===== src/rtl/intr_pkg.sv =====
package intr_pkg;
  parameter int N_EXT_PINS   = 4;
  parameter int N_INT_SRCS   = 3;
  parameter int N_SYNC_STG   = 2;
  parameter int N_DEB_TICKS  = 3;

  typedef enum logic [1:0] {
    SRC_PRESC = 2'd0,
    SRC_TIMER = 2'd1,
    SRC_SERBUF = 2'd2
  } int_src_e;
endpackage


===== src/rtl/rst_release.sv =====
module rst_release (
  input  logic clk_i,
  input  logic rst_ni,
  output logic rst_n_o
);
  logic [1:0] stg_q;

  always_ff @(posedge clk_i or negedge rst_ni) begin
    if (!rst_ni) stg_q <= 2'b00;
    else         stg_q <= {stg_q[0], 1'b1};
  end

  assign rst_n_o = stg_q[1];
endmodule


===== src/rtl/pin_sync.sv =====
module pin_sync #(
  parameter int STAGES = 2
) (
  input  logic clk_i,
  input  logic rst_ni,
  input  logic d_i,
  output logic q_o
);
  logic [STAGES-1:0] chain_q;
  logic [STAGES-1:0] chain_d;

  generate
    if (STAGES == 1) begin : g_one
      assign chain_d = d_i;
    end else begin : g_many
      assign chain_d = {chain_q[STAGES-2:0], d_i};
    end
  endgenerate

  always_ff @(posedge clk_i or negedge rst_ni) begin
    if (!rst_ni) chain_q <= '0;
    else         chain_q <= chain_d;
  end

  assign q_o = chain_q[STAGES-1];
endmodule


===== src/rtl/pin_debounce.sv =====
module pin_debounce #(
  parameter int SAMPLES = 3
) (
  input  logic clk_i,
  input  logic rst_ni,
  input  logic tick_i,
  input  logic lvl_i,
  output logic lvl_o
);
  localparam int CW = (SAMPLES < 2) ? 1 : $clog2(SAMPLES);
  localparam logic [CW-1:0] LAST = CW'(SAMPLES - 1);

  logic          acc_q, acc_d;
  logic [CW-1:0] cnt_q, cnt_d;

  always_comb begin
    acc_d = acc_q;
    cnt_d = cnt_q;
    if (tick_i) begin
      if (lvl_i != acc_q) begin
        if (cnt_q == LAST) begin
          acc_d = lvl_i;
          cnt_d = '0;
        end else begin
          cnt_d = cnt_q + 1'b1;
        end
      end else begin
        cnt_d = '0;
      end
    end
  end

  always_ff @(posedge clk_i or negedge rst_ni) begin
    if (!rst_ni) begin
      acc_q <= 1'b0;
      cnt_q <= '0;
    end else if (tick_i) begin
      acc_q <= acc_d;
      cnt_q <= cnt_d;
    end
  end

  assign lvl_o = acc_q;
endmodule


===== src/rtl/edge_pick.sv =====
module edge_pick (
  input  logic clk_i,
  input  logic rst_ni,
  input  logic raw_i,
  input  logic clean_i,
  input  logic use_clean_i,
  input  logic fall_i,
  output logic hit_o
);
  logic lvl;
  logic prev_q;

  assign lvl = use_clean_i ? clean_i : raw_i;

  always_ff @(posedge clk_i or negedge rst_ni) begin
    if (!rst_ni) prev_q <= 1'b0;
    else         prev_q <= lvl;
  end

  assign hit_o = fall_i ? (prev_q & ~lvl) : (lvl & ~prev_q);
endmodule


===== src/rtl/flag_bank.sv =====
module flag_bank #(
  parameter int W = 4
) (
  input  logic         clk_i,
  input  logic         rst_ni,
  input  logic [W-1:0] set_i,
  input  logic         clr_i,
  output logic [W-1:0] flags_o
);
  logic [W-1:0] flg_q, flg_d;

  always_comb begin
    flg_d = (flg_q & {W{~clr_i}}) | set_i;
  end

  always_ff @(posedge clk_i or negedge rst_ni) begin
    if (!rst_ni) flg_q <= '0;
    else         flg_q <= flg_d;
  end

  assign flags_o = flg_q;
endmodule


===== src/rtl/intr_gather.sv =====
module intr_gather #(
  parameter int NUM_EXT  = intr_pkg::N_EXT_PINS,
  parameter int NUM_INT  = intr_pkg::N_INT_SRCS,
  parameter int SYNC_STG = intr_pkg::N_SYNC_STG,
  parameter int DEB_N    = intr_pkg::N_DEB_TICKS,
  localparam int NUM_SRC = NUM_EXT + NUM_INT
) (
  input  logic               clk_i,
  input  logic               rst_ni,
  input  logic [NUM_EXT-1:0] ext_pin_i,
  input  logic               deb_tick_i,
  input  logic [NUM_EXT-1:0] fall_sel_i,
  input  logic [NUM_EXT-1:0] deb_sel_i,
  input  logic [NUM_INT-1:0] int_evt_i,
  input  logic [NUM_SRC-1:0] mask_i,
  input  logic               glob_en_i,
  input  logic               rd_ext_i,
  input  logic               rd_int_i,
  output logic [NUM_EXT-1:0] ext_flags_o,
  output logic [NUM_INT-1:0] int_flags_o,
  output logic               irq_o,
  output logic               wake_o
);
  logic               rst_n_s;
  logic [NUM_EXT-1:0] pin_sync_lvl;
  logic [NUM_EXT-1:0] pin_deb_lvl;
  logic [NUM_EXT-1:0] pin_hit;
  logic [NUM_SRC-1:0] all_flags;
  logic               any_enabled;

  rst_release u_rst (
    .clk_i   (clk_i),
    .rst_ni  (rst_ni),
    .rst_n_o (rst_n_s)
  );

  for (genvar i = 0; i < NUM_EXT; i++) begin : g_pin
    pin_sync #(.STAGES(SYNC_STG)) u_sync (
      .clk_i  (clk_i),
      .rst_ni (rst_n_s),
      .d_i    (ext_pin_i[i]),
      .q_o    (pin_sync_lvl[i])
    );

    pin_debounce #(.SAMPLES(DEB_N)) u_deb (
      .clk_i  (clk_i),
      .rst_ni (rst_n_s),
      .tick_i (deb_tick_i),
      .lvl_i  (pin_sync_lvl[i]),
      .lvl_o  (pin_deb_lvl[i])
    );

    edge_pick u_edge (
      .clk_i       (clk_i),
      .rst_ni      (rst_n_s),
      .raw_i       (pin_sync_lvl[i]),
      .clean_i     (pin_deb_lvl[i]),
      .use_clean_i (deb_sel_i[i]),
      .fall_i      (fall_sel_i[i]),
      .hit_o       (pin_hit[i])
    );
  end

  flag_bank #(.W(NUM_EXT)) u_ext_flags (
    .clk_i   (clk_i),
    .rst_ni  (rst_n_s),
    .set_i   (pin_hit),
    .clr_i   (rd_ext_i),
    .flags_o (ext_flags_o)
  );

  flag_bank #(.W(NUM_INT)) u_int_flags (
    .clk_i   (clk_i),
    .rst_ni  (rst_n_s),
    .set_i   (int_evt_i),
    .clr_i   (rd_int_i),
    .flags_o (int_flags_o)
  );

  assign all_flags   = {int_flags_o, ext_flags_o};
  assign any_enabled = |(all_flags & mask_i);
  assign wake_o      = any_enabled;
  assign irq_o       = any_enabled & glob_en_i;
endmodule


===== config.mk =====
export PLATFORM = sky130hd
export DESIGN_NAME = intr_gather
export DESIGN_NICKNAME = d
export VERILOG_FILES = /design/src/rtl/intr_pkg.sv /design/src/rtl/rst_release.sv /design/src/rtl/pin_sync.sv /design/src/rtl/pin_debounce.sv /design/src/rtl/edge_pick.sv /design/src/rtl/flag_bank.sv /design/src/rtl/intr_gather.sv
export SDC_FILE = /design/constraint.sdc
export NUM_CORES = 1
export LEC_CHECK = 0
export ABC_CLOCK_PERIOD_IN_PS = 3200
export BUFFER_PORTS_ARGS = -buffer_cell sky130_fd_sc_hd__buf_4
export CORE_MARGIN = 5
export CORE_UTILIZATION = 40
export CTS_CLUSTER_SIZE = 12
export DETAILED_ROUTE_END_ITERATION = 12
export GPL_ROUTABILITY_DRIVEN = 0
export HOLD_SLACK_MARGIN = 0.05
export PLACE_DENSITY_LB_ADDON = 0.15
export SYNTH_ARGS = -nofsm -noshare
export SYNTH_HDL_FRONTEND = slang
export SYNTH_SLANG_ARGS = --single-unit

===== constraint.sdc =====
create_clock -name clk_i -period 3.2 [get_ports clk_i]
set_input_delay 0.48 -clock clk_i [delete_from_list [all_inputs] [get_ports clk_i]]
set_output_delay 0.48 -clock clk_i [all_outputs]
set_load 0.02 [all_outputs]

== Word-level counts from Yosys, hierarchy flattened ==
Index checks and enable logic that the tools add are counted.

* Bits of input ports: 28
* Bits in registers: 33

* Bitwise operators: 24
* Reductions and logical operators: 5
* Add/sub/neg operators: 4
* Eq/ne operators: 8
* Muxes and demuxes: 16

{| class="wikitable"
|+ Operators with widths
! operator !! count
|-
| 2-bit two-way mux || 8
|-
| 3-bit AND reduction || 4
|-
| 1-bit inverter || 10
|-
| 1-bit bitwise AND || 9
|-
| 2-bit by 1-bit adder with 2-bit output, second input constant || 4
|-
| 2-bit == test, second input constant || 4
|-
| 1-bit two-way mux || 8
|-
| 7-bit bitwise AND || 1
|-
| 7-bit OR reduction || 1
|-
| 4-bit bitwise AND || 1
|-
| 1-bit inequality test || 4
|-
| 4-bit OR || 1
|-
| 3-bit bitwise AND || 1
|-
| 3-bit OR || 1
|}

== Logic depth before layout (Yosys ltp) ==
* Depth in word-level cells: 5
* Mapped depth: 3
* Mapped depth without buffers: 3

== Cells and area by module ==
A second synthesis with hierarchy kept.

* Cells, all modules: 101
* Area total of the unflattened synthesis: 1325.0 um^2

{| class="wikitable"
|+ Modules (own cells, without submodules)
! module !! sequential area each (um^2) !! area an instance (um^2) !! times used !! cells an instance
|-
| pin_debounce || 75.1 || 138.9 || 4 || 12
|-
| edge_pick || 25.0 || 60.1 || 4 || 5
|-
| pin_sync || 50.0 || 50.0 || 4 || 2
|-
| flag_bank at u_ext_flags || 100.1 || 133.9 || 1 || 9
|-
| flag_bank at u_int_flags || 75.1 || 101.3 || 1 || 7
|-
| rst_release || 50.0 || 53.8 || 1 || 3
|-
| intr_gather || 0.0 || 40.0 || 1 || 6
|}

== Worst setup path before layout ==
Ideal clock, no wire load.

* Path type: input -> output
* From: input port mask_i[2]
* To: output port irq_o
* Data arrival time: 1.338 ns
* Cell stages on the path: 3
* Setup slack: 1.382 ns
* Buffers on the path: 0
* Cell sequence: a222oi_1 -> nand3_1 -> and2_1

* Cells in the longest elaborated chain, start to end: 3

{| class="wikitable"
|+ Ends and longest elaborated chain
! item !! RTL line !! RTL
|-
| from (decl) || intr_gather.sv:15 || <nowiki>input logic [NUM_SRC-1:0] mask_i,</nowiki>
|-
| 7-bit bitwise AND || intr_gather.sv:81 || <nowiki>assign any_enabled = |(all_flags & mask_i);</nowiki>
|-
| 7-bit OR reduction || intr_gather.sv:81 ||
|-
| net wake_o || intr_gather.sv:22 || <nowiki>output logic wake_o</nowiki>
|-
| 1-bit bitwise AND || intr_gather.sv:83 || <nowiki>assign irq_o = any_enabled & glob_en_i;</nowiki>
|-
| to (decl) || intr_gather.sv:21 || <nowiki>output logic irq_o,</nowiki>
|}

The timed path passes the listed nets, and every way through them passes these cells.

== Worst setup path after layout ==
* From: register u_ext_flags.flg_q[2], in the netlist u_ext_flags.flags_o[2]
* To: output port irq_o

* Cells in the longest elaborated chain, start to end: 3

{| class="wikitable"
|+ Ends and longest elaborated chain
! item !! RTL line !! RTL
|-
| from (decl) || flag_bank.sv:10 || <nowiki>logic [W-1:0] flg_q, flg_d;</nowiki>
|-
| from (signal assigned) || flag_bank.sv:18 || <nowiki>else flg_q <= flg_d;</nowiki>
|-
| 7-bit bitwise AND || intr_gather.sv:81 ||
|-
| 7-bit OR reduction || intr_gather.sv:81 ||
|-
| 1-bit bitwise AND || intr_gather.sv:83 ||
|}

Every way passes these cells.

==> summary by stage <==
Outcome
The run finished with clean final reports.

Yosys
Among all flip-flop cells after synthesis, the most frequent one is dfrtp_1. The post-synthesis instance area is 1270 sq um. Counting every instance in the synthesized netlist gives 103.

The netlist uses 22 different library cells. Averaged over all synthesized cells, the footprint is 12.3 sq um. The number of synthesized register bits is 33. Synthesis produced a netlist with a net count of 131. The sequential cell area fraction in the yosys report is 0.650. In the synthesized netlist the async set-or-reset flop fraction comes to 1.00. Yosys printed 0 warnings. Counting flops with a built-in enable in the synthesized netlist gives 0.

Critical path
The launching point of the worst reg2reg path is g_pin[1].u_deb.cnt_q[0]$_DFFE_PN0P_. The type of origin of the critical path is a register. Together, buffers and inverters on the worst path number 1. The worst setup path is captured at a primary output. The standard cell with the maximum stage delay on the critical path is dfrtp_1. By startpoint and endpoint, the worst setup path is classified as register to primary output.

In this design, the stage delay of the slowest critical-path cell is 0.41 ns. Counting cells, the worst reg-to-reg path comes to 3. Walking the worst path, the cells encountered are a222oi_1, nand3_1, and2_1, buf_4. The required time at the endpoint of the critical path is 2.72 ns. The kind of cell adding the most delay to the critical path is flip-flops. The destination of the worst register-to-register timing path is g_pin[1].u_deb.lvl_o$_DFFE_PN0P_. For the worst setup path, the data arrival time is 1.55 ns. The highest net fanout along the worst path is 3.

The setup check on the worst reg-to-reg path leaves a slack of 2.02 ns.

Die
The die width is 66.3 microns. The floorplan step defined a core boundary enclosing 3050 sq um. The number of rows created at floorplan is 20. In this run the count of I/O pins placed on the die edge is 37. The die covers 4400 sq um. The vertical extent of the die is 66.3 microns. The starting density of the core is 0.416.

Finish
The net count of the finished layout is 175. The antenna cell count is 0. The count of cells in the finished layout, fillers not included, comes to 192. The final design instance area without fill is 1690 sq um.

The fill cell total of the finished layout is 290. The library cell used most frequently in the layout, excluding fill and tap cells, is buf_4. The fraction of final layout cells with drive strength greater than 1 is 0.351. Leaving out fill and tap cells, the most frequent cells in the layout are 37 x buf_4, 33 x dfrtp_1, 12 x nand2_1. The area overhead of the layout relative to synthesis is 33.3%.

Global routing
The initial antenna violation count is 0. The number of global-route vias before repair is 862. For this run, the total global-route usage over all layers was measured as 0.116. The total overflow reported by the global router is 0.

The pin count of the biggest net entering global routing is 32. The first-pass GRT wire length is 3670 microns.

Run
The number of max-cap violations is 0.

Route
The starting DRC count in detailed routing is 11. For this run, design rule violations remaining after detail routing come to 0. The length of the first detailed-routing pass in iterations is 4. The number of vias after detailed routing is 870. The remaining antenna violation count is 0.

The number of vias per cell after detailed routing is 4.53. After detailed routing, the average wire length per cell comes to 11.6 microns. For this block, the routed nets add up to 2230 microns of wire.

Clocking
The number of levels in the clock H-tree is 2. The clock-pin slew on the worst setup and hold paths is 0.09 ns. Clock tree synthesis found a total of 33 sinks. The clock tree from TritonCTS is yes. Post-CTS timing repair inserted 0 buffers for setup. The clock root buffer is clkbuf_4. The longest clock path from root to sink contains 2 buffers. Counting the buffers created by CTS gives 5. The clock reaches the later pin of the worst-skew pair after 0.32 ns.

Placement
The cell count after placement is 183. Once placement finished, the instance area stood at 1600 sq um. The HPWL after detailed placement is 1700 microns. The count of buffers added on input and output ports is 36.

STA
The maximum operating frequency is 494 MHz. The post-route setup TNS is 0 ns. Setup repair after global routing left no endpoint under its margin. Of the available clock period, the critical path in the final layout requires 0.633.

The count of pins over their slew limit was 0. The number of hold violations in the final report was 0. The worst path needs 2.03 ns of the cycle, external delays included. Setup violations remaining at the end of the flow were counted as 0. The setup skew after layout is 0.00876 ns.

Power and ir drop
The static leakage power is 0.830 nW. The share of total power dissipated in sequential elements is 0.484. The peak supply drop is 0.000343 V. The power per cell area is 727 nW/um^2.

The internal portion of the total power is 0.880 mW. The combinational cell fraction of total power is 0.260. The proportion of total power due to net switching is 0.284. The part of the total power dissipated in the clock network is 0.257. The switching power of the nets is 0.350 mW.

Worst hold path
The path type of the worst min-delay path is register to asynchronous set/reset pin.
==> stage by stage <==
stage	util	worst slack (ns)	hold WS [ns]	total power [mW]
floorplan	-	1.38	0.184	0.812
global placement	0.523	1.36	0.262	0.913
detailed placement	0.523	1.32	0.264	0.927
CTS	0.555	1.16	0.235	1.25
global route	0.555	1.08	0.221	1.32
finish	0.555	1.17	0.257	1.23
==> worst register-to-register path, stage by stage, from the launching register on <==
cell,delay (ns)
dfrtp_1,0.40
nand2b_1,0.16
or2_1,0.22
mux2_4,0.29
==> logic make-up after synthesis <==
kind of cell	count (synthesis)	share of synthesized area
compound gates	15	0.0887
xor+xnor	4	0.0276
buf+inv	12	0.0364
flops	33	0.650
mux	11	0.0975
other cells	1	0.00295
simple gates	27	0.0966
==> cells in the mapped netlist (2+ instances only) <==
cell / count / share of area
xor2_1: 4 / 0.028
o22ai_1: 4 / 0.020
a22oi_1: 2 / 0.012
nand2b_1: 2 / 0.0099
mux2i_1: 3 / 0.024
dfrtp_1: 33 / 0.65
mux2_2: 7 / 0.062
nand3_1: 5 / 0.020
nand2_1: 12 / 0.035
nor2_1: 4 / 0.012
o221ai_1: 4 / 0.028
a21o_1: 3 / 0.018
inv_1: 11 / 0.033
==> power groups by stage <==
stage,logic (mW),clock network (mW),registers [mW]
6_report,0.319,0.316,0.595
5_1_grt,0.359,0.350,0.610
4_1_cts,0.326,0.329,0.596
3_5_place_dp,0.323,0,0.604
3_3_place_gp,0.315,0,0.598
2_1_floorplan,0.191,0,0.621
==> flip-flops by register name (all words and copies together), names as in the netlist <==
name / cells
u_ext_flags.flags_o: 4
g_pin.u_edge.prev_q: 4
u_int_flags.flags_o: 3
g_pin.u_sync.chain_q: 8
u_rst.stg_q: 2
g_pin.u_deb.lvl_o: 4
g_pin.u_deb.cnt_q: 8
==> layout make-up <==
cell class	count	area, sq um	area share
Sequential cell	33	826	0.488
Multi-Input combinational cell	58	398	0.235
Inverter	11	41.3	0.0244
Timing Repair Buffer	38	288	0.170
Tap cell	44	55.1	0.0325
Clock inverter	1	30.0	0.0177
Clock buffer	7	55.1	0.0325
==> routing by layer <==
metal | vias to the layer above | part of all wire | wire [microns] | GRT usage
li1 | 435 | - | - | -
met1 | 417 | 0.40 | 901 | 0.124
met2 | 14 | 0.54 | 1200 | 0.192
met3 | 4 | 0.045 | 100 | 0.0476
met4 | 0 | 0.013 | 28 | 0.0609
met5 | - | 0 | 0 | 0
==> timing repair <==
action                                 4_1_cts  5_1_grt
hold buffers                                 1        0
endpoints found under the hold margin        2        0
resized for setup                            0        0
==> worst max-delay path by stage <==
stage / from / end / slack (ns) / cells after the start
3_5_place_dp: mask_i[2] / irq_o / 1.32 / 5
6_report: u_ext_flags.flags_o[2]$_DFF_PN0_ / irq_o / 1.17 / 4
3_3_place_gp: mask_i[2] / irq_o / 1.36 / 5
5_1_grt: u_ext_flags.flags_o[2]$_DFF_PN0_ / irq_o / 1.08 / 4
4_1_cts: u_ext_flags.flags_o[2]$_DFF_PN0_ / irq_o / 1.16 / 4
2_1_floorplan: mask_i[2] / irq_o / 1.38 / 3
Power figures use the tool's default switching activity.
